[config.mk]
export PLATFORM = sky130hd
export DESIGN_NAME = pwr_seq_ctrl
export DESIGN_NICKNAME = d
export VERILOG_FILES = /design/src/rtl/pwr_seq_pkg.sv /design/src/rtl/pwr_sync.sv /design/src/rtl/pwr_regfile.sv /design/src/rtl/pwr_seq_fsm.sv /design/src/rtl/pwr_xs_drive.sv /design/src/rtl/pwr_seq_ctrl.sv
export SDC_FILE = /design/constraint.sdc
export NUM_CORES = 1
export LEC_CHECK = 0
export ABC_AREA = 1
export BUFFER_PORTS_ARGS = -buffer_cell sky130_fd_sc_hd__buf_4
export CORE_MARGIN = 2
export CORE_UTILIZATION = 54
export CTS_CLUSTER_DIAMETER = 80
export DETAILED_ROUTE_END_ITERATION = 8
export HOLD_SLACK_MARGIN = 0.02
export PLACE_DENSITY = 0.84
export SETUP_SLACK_MARGIN = 0.1
export SYNTH_ARGS = -nofsm -noshare
export SYNTH_HDL_FRONTEND = slang
export SYNTH_SLANG_ARGS = --single-unit
[constraint.sdc]
create_clock -name clk -period 2.3 [get_ports clk]
set_clock_uncertainty 0.05 [all_clocks]
set_input_delay 0.115 -clock clk [delete_from_list [all_inputs] [get_ports clk]]
set_output_delay 0.115 -clock clk [all_outputs]
set_load 0.01 [all_outputs]
[src/rtl/pwr_seq_pkg.sv]
package pwr_seq_pkg;
  typedef enum logic [2:0] {
    PS_OFF  = 3'd0,
    PS_INIT = 3'd1,
    PS_IDLE = 3'd2,
    PS_SEQ  = 3'd3,
    PS_RUN  = 3'd4,
    PS_HOT  = 3'd5
  } pstate_t;

  localparam int SLOT_CTRL = 1;
  localparam int SLOT_TMO  = 2;
  localparam int SLOT_STAT = 3;
  localparam int NSLOT     = 4;
endpackage

[src/rtl/pwr_sync.sv]
module pwr_sync #(
  parameter int W      = 1,
  parameter int STAGES = 2
) (
  input  logic         clk,
  input  logic         rst_n,
  input  logic [W-1:0] d_a,
  output logic [W-1:0] q_s
);
  logic [W-1:0] chain [STAGES];

  for (genvar s = 0; s < STAGES; s++) begin : g_stage
    always_ff @(posedge clk or negedge rst_n) begin
      if (!rst_n) chain[s] <= '0;
      else if (s == 0) chain[s] <= d_a;
      else chain[s] <= chain[(s == 0) ? 0 : s - 1];
    end
  end

  assign q_s = chain[STAGES-1];
endmodule

[src/rtl/pwr_regfile.sv]
module pwr_regfile import pwr_seq_pkg::*; #(
  parameter int         NRAIL   = 3,
  parameter int         AW      = 8,
  parameter int         DW      = 8,
  parameter logic [7:0] DEF_TMO = 8'd200
) (
  input  logic             clk,
  input  logic             rst_n,
  input  logic             clr,
  input  logic             wr_fire,
  input  logic [AW-1:0]    wr_addr,
  input  logic [DW-1:0]    wr_data,
  input  logic [AW-1:0]    rd_addr,
  input  logic [NRAIL-1:0] pg_s,
  output logic [DW-1:0]    rd_data,
  output logic             all_on,
  output logic [7:0]       tmo,
  output logic             force_xs
);
  logic [DW-1:0] mem [NSLOT];

  function automatic logic [DW-1:0] wmask(input int idx);
    case (idx)
      SLOT_CTRL: return DW'(1);
      SLOT_TMO:  return DW'(8'hFF);
      SLOT_STAT: return DW'(1);
      default:   return '0;
    endcase
  endfunction

  function automatic logic [DW-1:0] defval(input int idx);
    return (idx == SLOT_TMO) ? DW'(DEF_TMO) : '0;
  endfunction

  for (genvar g = 0; g < NSLOT; g++) begin : g_slot
    always_ff @(posedge clk or negedge rst_n) begin
      if (!rst_n)
        mem[g] <= defval(g);
      else if (clr)
        mem[g] <= defval(g);
      else if (wr_fire && wr_addr == AW'(g))
        mem[g] <= (mem[g] & ~wmask(g)) | (wr_data & wmask(g));
    end
  end

  always_comb begin
    rd_data = '0;
    for (int i = 0; i < NSLOT; i++) begin
      if (rd_addr == AW'(i)) begin
        rd_data = mem[i];
        if (i == SLOT_STAT) rd_data[NRAIL:1] = pg_s;
      end
    end
  end

  assign all_on   = mem[SLOT_CTRL][0];
  assign tmo      = mem[SLOT_TMO][7:0];
  assign force_xs = mem[SLOT_STAT][0];
endmodule

[src/rtl/pwr_seq_fsm.sv]
module pwr_seq_fsm import pwr_seq_pkg::*; #(
  parameter int NRAIL   = 3,
  parameter int RST_CYC = 16,
  parameter int TW      = 8
) (
  input  logic             clk,
  input  logic             rst_n,
  input  logic             por_s,
  input  logic             uvlo_s,
  input  logic             tsd_s,
  input  logic             en_req,
  input  logic [NRAIL-1:0] pg_s,
  input  logic [TW-1:0]    tmo,
  output pstate_t          state_q,
  output logic [NRAIL-1:0] rail_en
);
  localparam int SW  = (NRAIL > 1) ? $clog2(NRAIL) : 1;
  localparam int RCW = $clog2(RST_CYC + 1);

  logic [SW-1:0]  step_q, step_n;
  logic [TW-1:0]  timer_q, timer_n;
  logic [RCW-1:0] rcnt_q, rcnt_n;
  logic           fail_q, fail_n;
  pstate_t        state_n;
  logic [NRAIL-1:0] rail_n;

  always_comb begin
    state_n = state_q;
    step_n  = step_q;
    timer_n = timer_q;
    rcnt_n  = rcnt_q;
    fail_n  = fail_q;
    if (!por_s) begin
      state_n = PS_OFF;
      rcnt_n  = '0;
      fail_n  = 1'b0;
    end else if (tsd_s && (state_q == PS_IDLE || state_q == PS_SEQ || state_q == PS_RUN)) begin
      state_n = PS_HOT;
    end else begin
      case (state_q)
        PS_OFF: begin
          state_n = PS_INIT;
          rcnt_n  = '0;
        end
        PS_INIT: begin
          if (rcnt_q == RCW'(RST_CYC - 1)) state_n = PS_IDLE;
          else rcnt_n = rcnt_q + 1'b1;
        end
        PS_IDLE: begin
          if (!en_req) fail_n = 1'b0;
          if (en_req && !fail_q && !uvlo_s) begin
            state_n = PS_SEQ;
            step_n  = '0;
            timer_n = '0;
          end
        end
        PS_SEQ: begin
          if (uvlo_s || !en_req) begin
            state_n = PS_IDLE;
          end else if (pg_s[step_q]) begin
            timer_n = '0;
            if (int'(step_q) == NRAIL - 1) state_n = PS_RUN;
            else step_n = step_q + 1'b1;
          end else if (timer_q == tmo) begin
            state_n = PS_IDLE;
            fail_n  = 1'b1;
          end else begin
            timer_n = timer_q + 1'b1;
          end
        end
        PS_RUN: begin
          if (uvlo_s || !en_req) state_n = PS_IDLE;
        end
        PS_HOT: begin
          if (!tsd_s) state_n = PS_IDLE;
        end
        default: state_n = PS_OFF;
      endcase
    end
  end

  always_comb begin
    rail_n = '0;
    if (state_n == PS_RUN) begin
      rail_n = '1;
    end else if (state_n == PS_SEQ) begin
      for (int i = 0; i < NRAIL; i++) rail_n[i] = (i <= int'(step_n));
    end
  end

  always_ff @(posedge clk or negedge rst_n) begin
    if (!rst_n) begin
      state_q <= PS_OFF;
      step_q  <= '0;
      timer_q <= '0;
      rcnt_q  <= '0;
      fail_q  <= 1'b0;
      rail_en <= '0;
    end else begin
      state_q <= state_n;
      step_q  <= step_n;
      timer_q <= timer_n;
      rcnt_q  <= rcnt_n;
      fail_q  <= fail_n;
      rail_en <= rail_n;
    end
  end
endmodule

[src/rtl/pwr_xs_drive.sv]
module pwr_xs_drive #(
  parameter int NRAIL = 3
) (
  input  logic             clk,
  input  logic             rst_n,
  input  logic             en_s,
  input  logic             all_on,
  input  logic             force_xs,
  input  logic [NRAIL-1:0] rail_en,
  input  logic [NRAIL-1:0] pg_s,
  output logic             xs_pin
);
  logic pg_good;
  assign pg_good = (&rail_en) && (&pg_s);

  always_ff @(posedge clk or negedge rst_n) begin
    if (!rst_n)    xs_pin <= 1'b0;
    else if (en_s) xs_pin <= pg_good;
    else           xs_pin <= all_on && force_xs && pg_good;
  end
endmodule

[src/rtl/pwr_seq_ctrl.sv]
module pwr_seq_ctrl import pwr_seq_pkg::*; #(
  parameter int         NRAIL   = 3,
  parameter int         RST_CYC = 16,
  parameter logic [7:0] DEF_TMO = 8'd200
) (
  input  logic             clk,
  input  logic             rst_n,
  input  logic             por_ok_a,
  input  logic             uvlo_a,
  input  logic             tsd_a,
  input  logic             en_pin_a,
  input  logic [NRAIL-1:0] pg_a,
  input  logic             wr_valid,
  output logic             wr_ready,
  input  logic [7:0]       wr_addr,
  input  logic [7:0]       wr_data,
  input  logic [7:0]       rd_addr,
  output logic [7:0]       rd_data,
  output logic [NRAIL-1:0] rail_en,
  output logic             rf_clear,
  output logic             xs_pin,
  output logic [2:0]       state_o
);
  localparam int NFLAG = 4;
  localparam int SYW   = NFLAG + NRAIL;

  logic [SYW-1:0]   sy_q;
  logic [NRAIL-1:0] pg_s;
  logic             por_s, uvlo_s, tsd_s, en_s;
  logic             all_on, force_xs;
  logic [7:0]       tmo;
  pstate_t          state;

  pwr_sync #(.W(SYW), .STAGES(2)) u_sync (
    .clk  (clk),
    .rst_n(rst_n),
    .d_a  ({pg_a, en_pin_a, tsd_a, uvlo_a, por_ok_a}),
    .q_s  (sy_q)
  );

  assign por_s  = sy_q[0];
  assign uvlo_s = sy_q[1];
  assign tsd_s  = sy_q[2];
  assign en_s   = sy_q[3];
  assign pg_s   = sy_q[SYW-1:NFLAG];

  assign rf_clear = (state == PS_OFF) || (state == PS_INIT);
  assign wr_ready = !rf_clear;

  pwr_regfile #(.NRAIL(NRAIL), .AW(8), .DW(8), .DEF_TMO(DEF_TMO)) u_rf (
    .clk     (clk),
    .rst_n   (rst_n),
    .clr     (rf_clear),
    .wr_fire (wr_valid && wr_ready),
    .wr_addr (wr_addr),
    .wr_data (wr_data),
    .rd_addr (rd_addr),
    .pg_s    (pg_s),
    .rd_data (rd_data),
    .all_on  (all_on),
    .tmo     (tmo),
    .force_xs(force_xs)
  );

  pwr_seq_fsm #(.NRAIL(NRAIL), .RST_CYC(RST_CYC), .TW(8)) u_fsm (
    .clk    (clk),
    .rst_n  (rst_n),
    .por_s  (por_s),
    .uvlo_s (uvlo_s),
    .tsd_s  (tsd_s),
    .en_req (en_s || all_on),
    .pg_s   (pg_s),
    .tmo    (tmo),
    .state_q(state),
    .rail_en(rail_en)
  );

  pwr_xs_drive #(.NRAIL(NRAIL)) u_xs (
    .clk     (clk),
    .rst_n   (rst_n),
    .en_s    (en_s),
    .all_on  (all_on),
    .force_xs(force_xs),
    .rail_en (rail_en),
    .pg_s    (pg_s),
    .xs_pin  (xs_pin)
  );

  assign state_o = state;
endmodule

==> results.py <==
metrics = {
    "timing": {
        "period_minus_slack_ns": 1.94,
        "fin_setup_tns_ns": 0,
        "slew_viol_final": 0,
        "post-route-period-util_pct": 84.2,
        "grt_setup_unrepaired": "false",
        "holdWs_ns": 0.0974,
        "setup_violations": 0,
        "relSlewSlack_pct": 53.6,
        "hold_viol": 0,
        "tightestPinTransition_ns": 0.690,
        "max_freq_mhz": 516,
    },
    "synthesis": {
        "ys_seq_elements": 47,
        "syn_nets": 350,
        "avgSynthCellArea_um2": 7.99,
        "synth_top_area_cell": "dfrtp_1",
        "synth_common_cells": "74 x nand2_1, 44 x dfrtp_1, 42 x inv_1, 29 x nand3_1, 20 x nor2_1",
        "ys_warn_count": 0,
        "synth.distinct_cells": 34,
        "ys_seq_area_share_pct": 47.5,
        "synthArstFlopShare_pct": 100,
        "ys.flop_type": "dfrtp_1",
        "synth-edff-count": 0,
        "synth_top_area_share_pct": 44.3,
        "synth_area_um2": 2490,
        "synth.most_common_cell": "nand2_1",
        "synth_area_leaders": "dfrtp_1 44%, nand2_1 11%, inv_1 6.3%, nand3_1 5.8%, dfstp_2 3.2%",
        "synthCells": 311,
    },
    "critical_path": {
        "worst-path-max-fanout": 8,
        "setup.worst_path.start": "u_fsm.state_q[2]$_DFF_PN0_",
        "cp-end-kind": "flop",
        "crit_required_ns": 2.45,
        "crit_type": "flop to flop",
        "arrival_ns": 2.09,
        "critPathLaunchType": "flop",
        "r2r-start": "u_fsm.state_q[2]$_DFF_PN0_",
    },
    "route": {
        "drtPass1Iterations": 5,
        "avgRoutedWirePerCell_um": 13.5,
        "viasPerCell": 5.30,
        "postRouteAntennaNets": 0,
        "dr.first_iter.drc_count": 198,
        "remaining_drc_errors": 0,
        "vias": 2299,
        "drt-total-wl_um": 5850,
    },
    "layout": {
        "multi_input_area_um2": 1090,
        "antenna_cells": 0,
        "nets": 420,
        "area_growth_pct": 28.3,
        "final_layout_size_suffix_gt1_share_pct": 22.8,
        "register_area_um2": 1180,
        "fill_cells": 320,
    },
    "job": {
        "maxCapViolations": 0,
    },
    "clock_network": {
        "cts_root_buffer": "clkbuf_8",
        "insertion_delay_ns": 0.30,
        "path_clk_slew_ns": 0.09,
        "htree_levels": 2,
        "cts_buffer_depth": 2,
        "cts_buffers": 5,
        "cts.sinks": 47,
        "cts_setup_buffers": 0,
        "cts_tree": "yes",
    },
    "power_and_ir_drop": {
        "power.leakage_nw": 1.57,
        "power_density_nw_per_um2": 526,
        "irDropWorstVdd_uv": 452,
    },
    "floorplan": {
        "start_util_pct": 56.7,
        "dieArea_um2": 5160,
        "dieWidth_um": 71.9,
        "fp-row-count": 24,
        "design.portCount": 51,
        "core_um2": 4380,
        "fp.dieH_um": 71.9,
    },
    "placement": {
        "place_congestion": 0.948,
        "port_buffers": 50,
        "hpwl_um": 4290,
    },
    "outcome": {
        "outcome": "completed",
    },
    "grt": {
        "grt_pass1_vias": 2145,
        "overflow": 0,
        "grt_pass1_wl_um": 9410,
        "grt_max_degree": 48,
        "track_usage_pct": 23.9,
        "antenna_found_initial": 0,
    },
    "min_path": {
        "hp-class": "primary input to flop",
        "worstHoldStart": "wr_addr[1]",
    },
}
[sequential cells by signal, summed over array words and instances (netlist names), 2 cells and up]
signal and flops:
u_rf.tmo 8, u_fsm.step_q 2, u_fsm.rail_en 3, u_sync.q_s 7
u_fsm.state_q 3, u_sync.chain 7, u_fsm.rcnt_q 5, u_fsm.timer_q 8
[layer usage]
| metal | vias up | GRT usage (%) | wire, um |
|---|---|---|---|
| met5 | - | 0 | 0 |
| met4 | 0 | 9.22 | 136 |
| met3 | 17 | 5.63 | 429 |
| met2 | 106 | 39.3 | 2730 |
| met1 | 1030 | 30.6 | 2560 |
| li1 | 1146 | - | - |
[cell usage in the layout (no fill, tap or decap), types with 6 or more instances in the layout]
cell type / count
nand3_1: 29
nand4_1: 11
inv_2: 9
o21ai_1: 7
inv_1: 42
nor2_1: 20
nand2_2: 7
dlygate4sd3_1: 15
a21oi_1: 13
buf_4: 50
o22ai_1: 6
dfrtp_1: 44
nand2_1: 74
o21ai_0: 12
[cell families after synthesis]
kind of cell	count (synthesis)	share of synthesized area, %
XOR/XNOR	5	1.76
AND/OR/NAND/NOR	157	30.0
buffers and inverters	54	8.71
AO/OA/AOI/OAI	43	9.56
adder cells (fa/ha/maj)	5	2.52
flip-flops	47	47.5
[timing repair]
item                                   in CTS  in global routing
endpoints found under the hold margin      57                  1
resized for setup                           0                  0
hold buffers                               14                  1
[metrics by stage]
stage | power [mW] | cell area, um2 | utilization (%) | setup WS (ns) | instances
floorplan | 0.894 | 2490 | - | 0.702 | 311
global placement | 0.964 | 2910 | 66.3 | 0.509 | 411
detailed placement | 0.966 | 2910 | 66.3 | 0.448 | 411
CTS | 1.69 | 3180 | 72.5 | 0.422 | 433
global route | 1.74 | 3190 | 72.8 | 0.239 | 434
finish | 1.68 | 3190 | 72.8 | 0.364 | 434
[critical path: stages, from the launching register on]
cell and delay (ns):
dfrtp_1 0.54, inv_4 0.14, nand2_2 0.09, nor3_1 0.29, and2_4 0.24, or2_1 0.12
nand2_2 0.09, inv_2 0.06, nand2_1 0.05, nand3_1 0.09, nand2_1 0.06
[cell type report]
type | count | area share, %
clock inverters | 2 | 1.88
multi-input cells | 210 | 34.2
well taps | 52 | 2.04
clock buffers | 6 | 2.27
flip-flops and latches | 47 | 37.0
inverters | 52 | 6.20
repair buffers | 65 | 16.5
[report_power, final]
group          leakage, nW  switching, mW  internal, mW  total [mW]
Combinational        0.894         0.0544        0.0639       0.118
Clock               0.0654          0.272         0.434       0.707
Sequential           0.611         0.0120         0.841       0.853
Total                 1.57          0.339          1.34        1.68
[path summary, 6_finish.rpt]
path | to | slack, ns | cells after the start
min in group asynchronous | u_fsm.rcnt_q[2]$_DFFE_PN0P_ | 0.30 | 2
worst max-delay path | u_fsm.rail_en[1]$_DFF_PN0_ | 0.36 | 10
worst max register to register | u_fsm.rail_en[1]$_DFF_PN0_ | 0.36 | 10
worst min-delay path | u_rf.all_on$_DFFE_PN0P_ | 0.1 | 4
worst min register to register | u_sync.q_s[6]$_DFF_PN0_ | 0.30 | 0
max in group asynchronous | u_fsm.timer_q[7]$_DFFE_PN0P_ | 1.50 | 2
No activity file was read; power rests on OpenSTA's default activity.
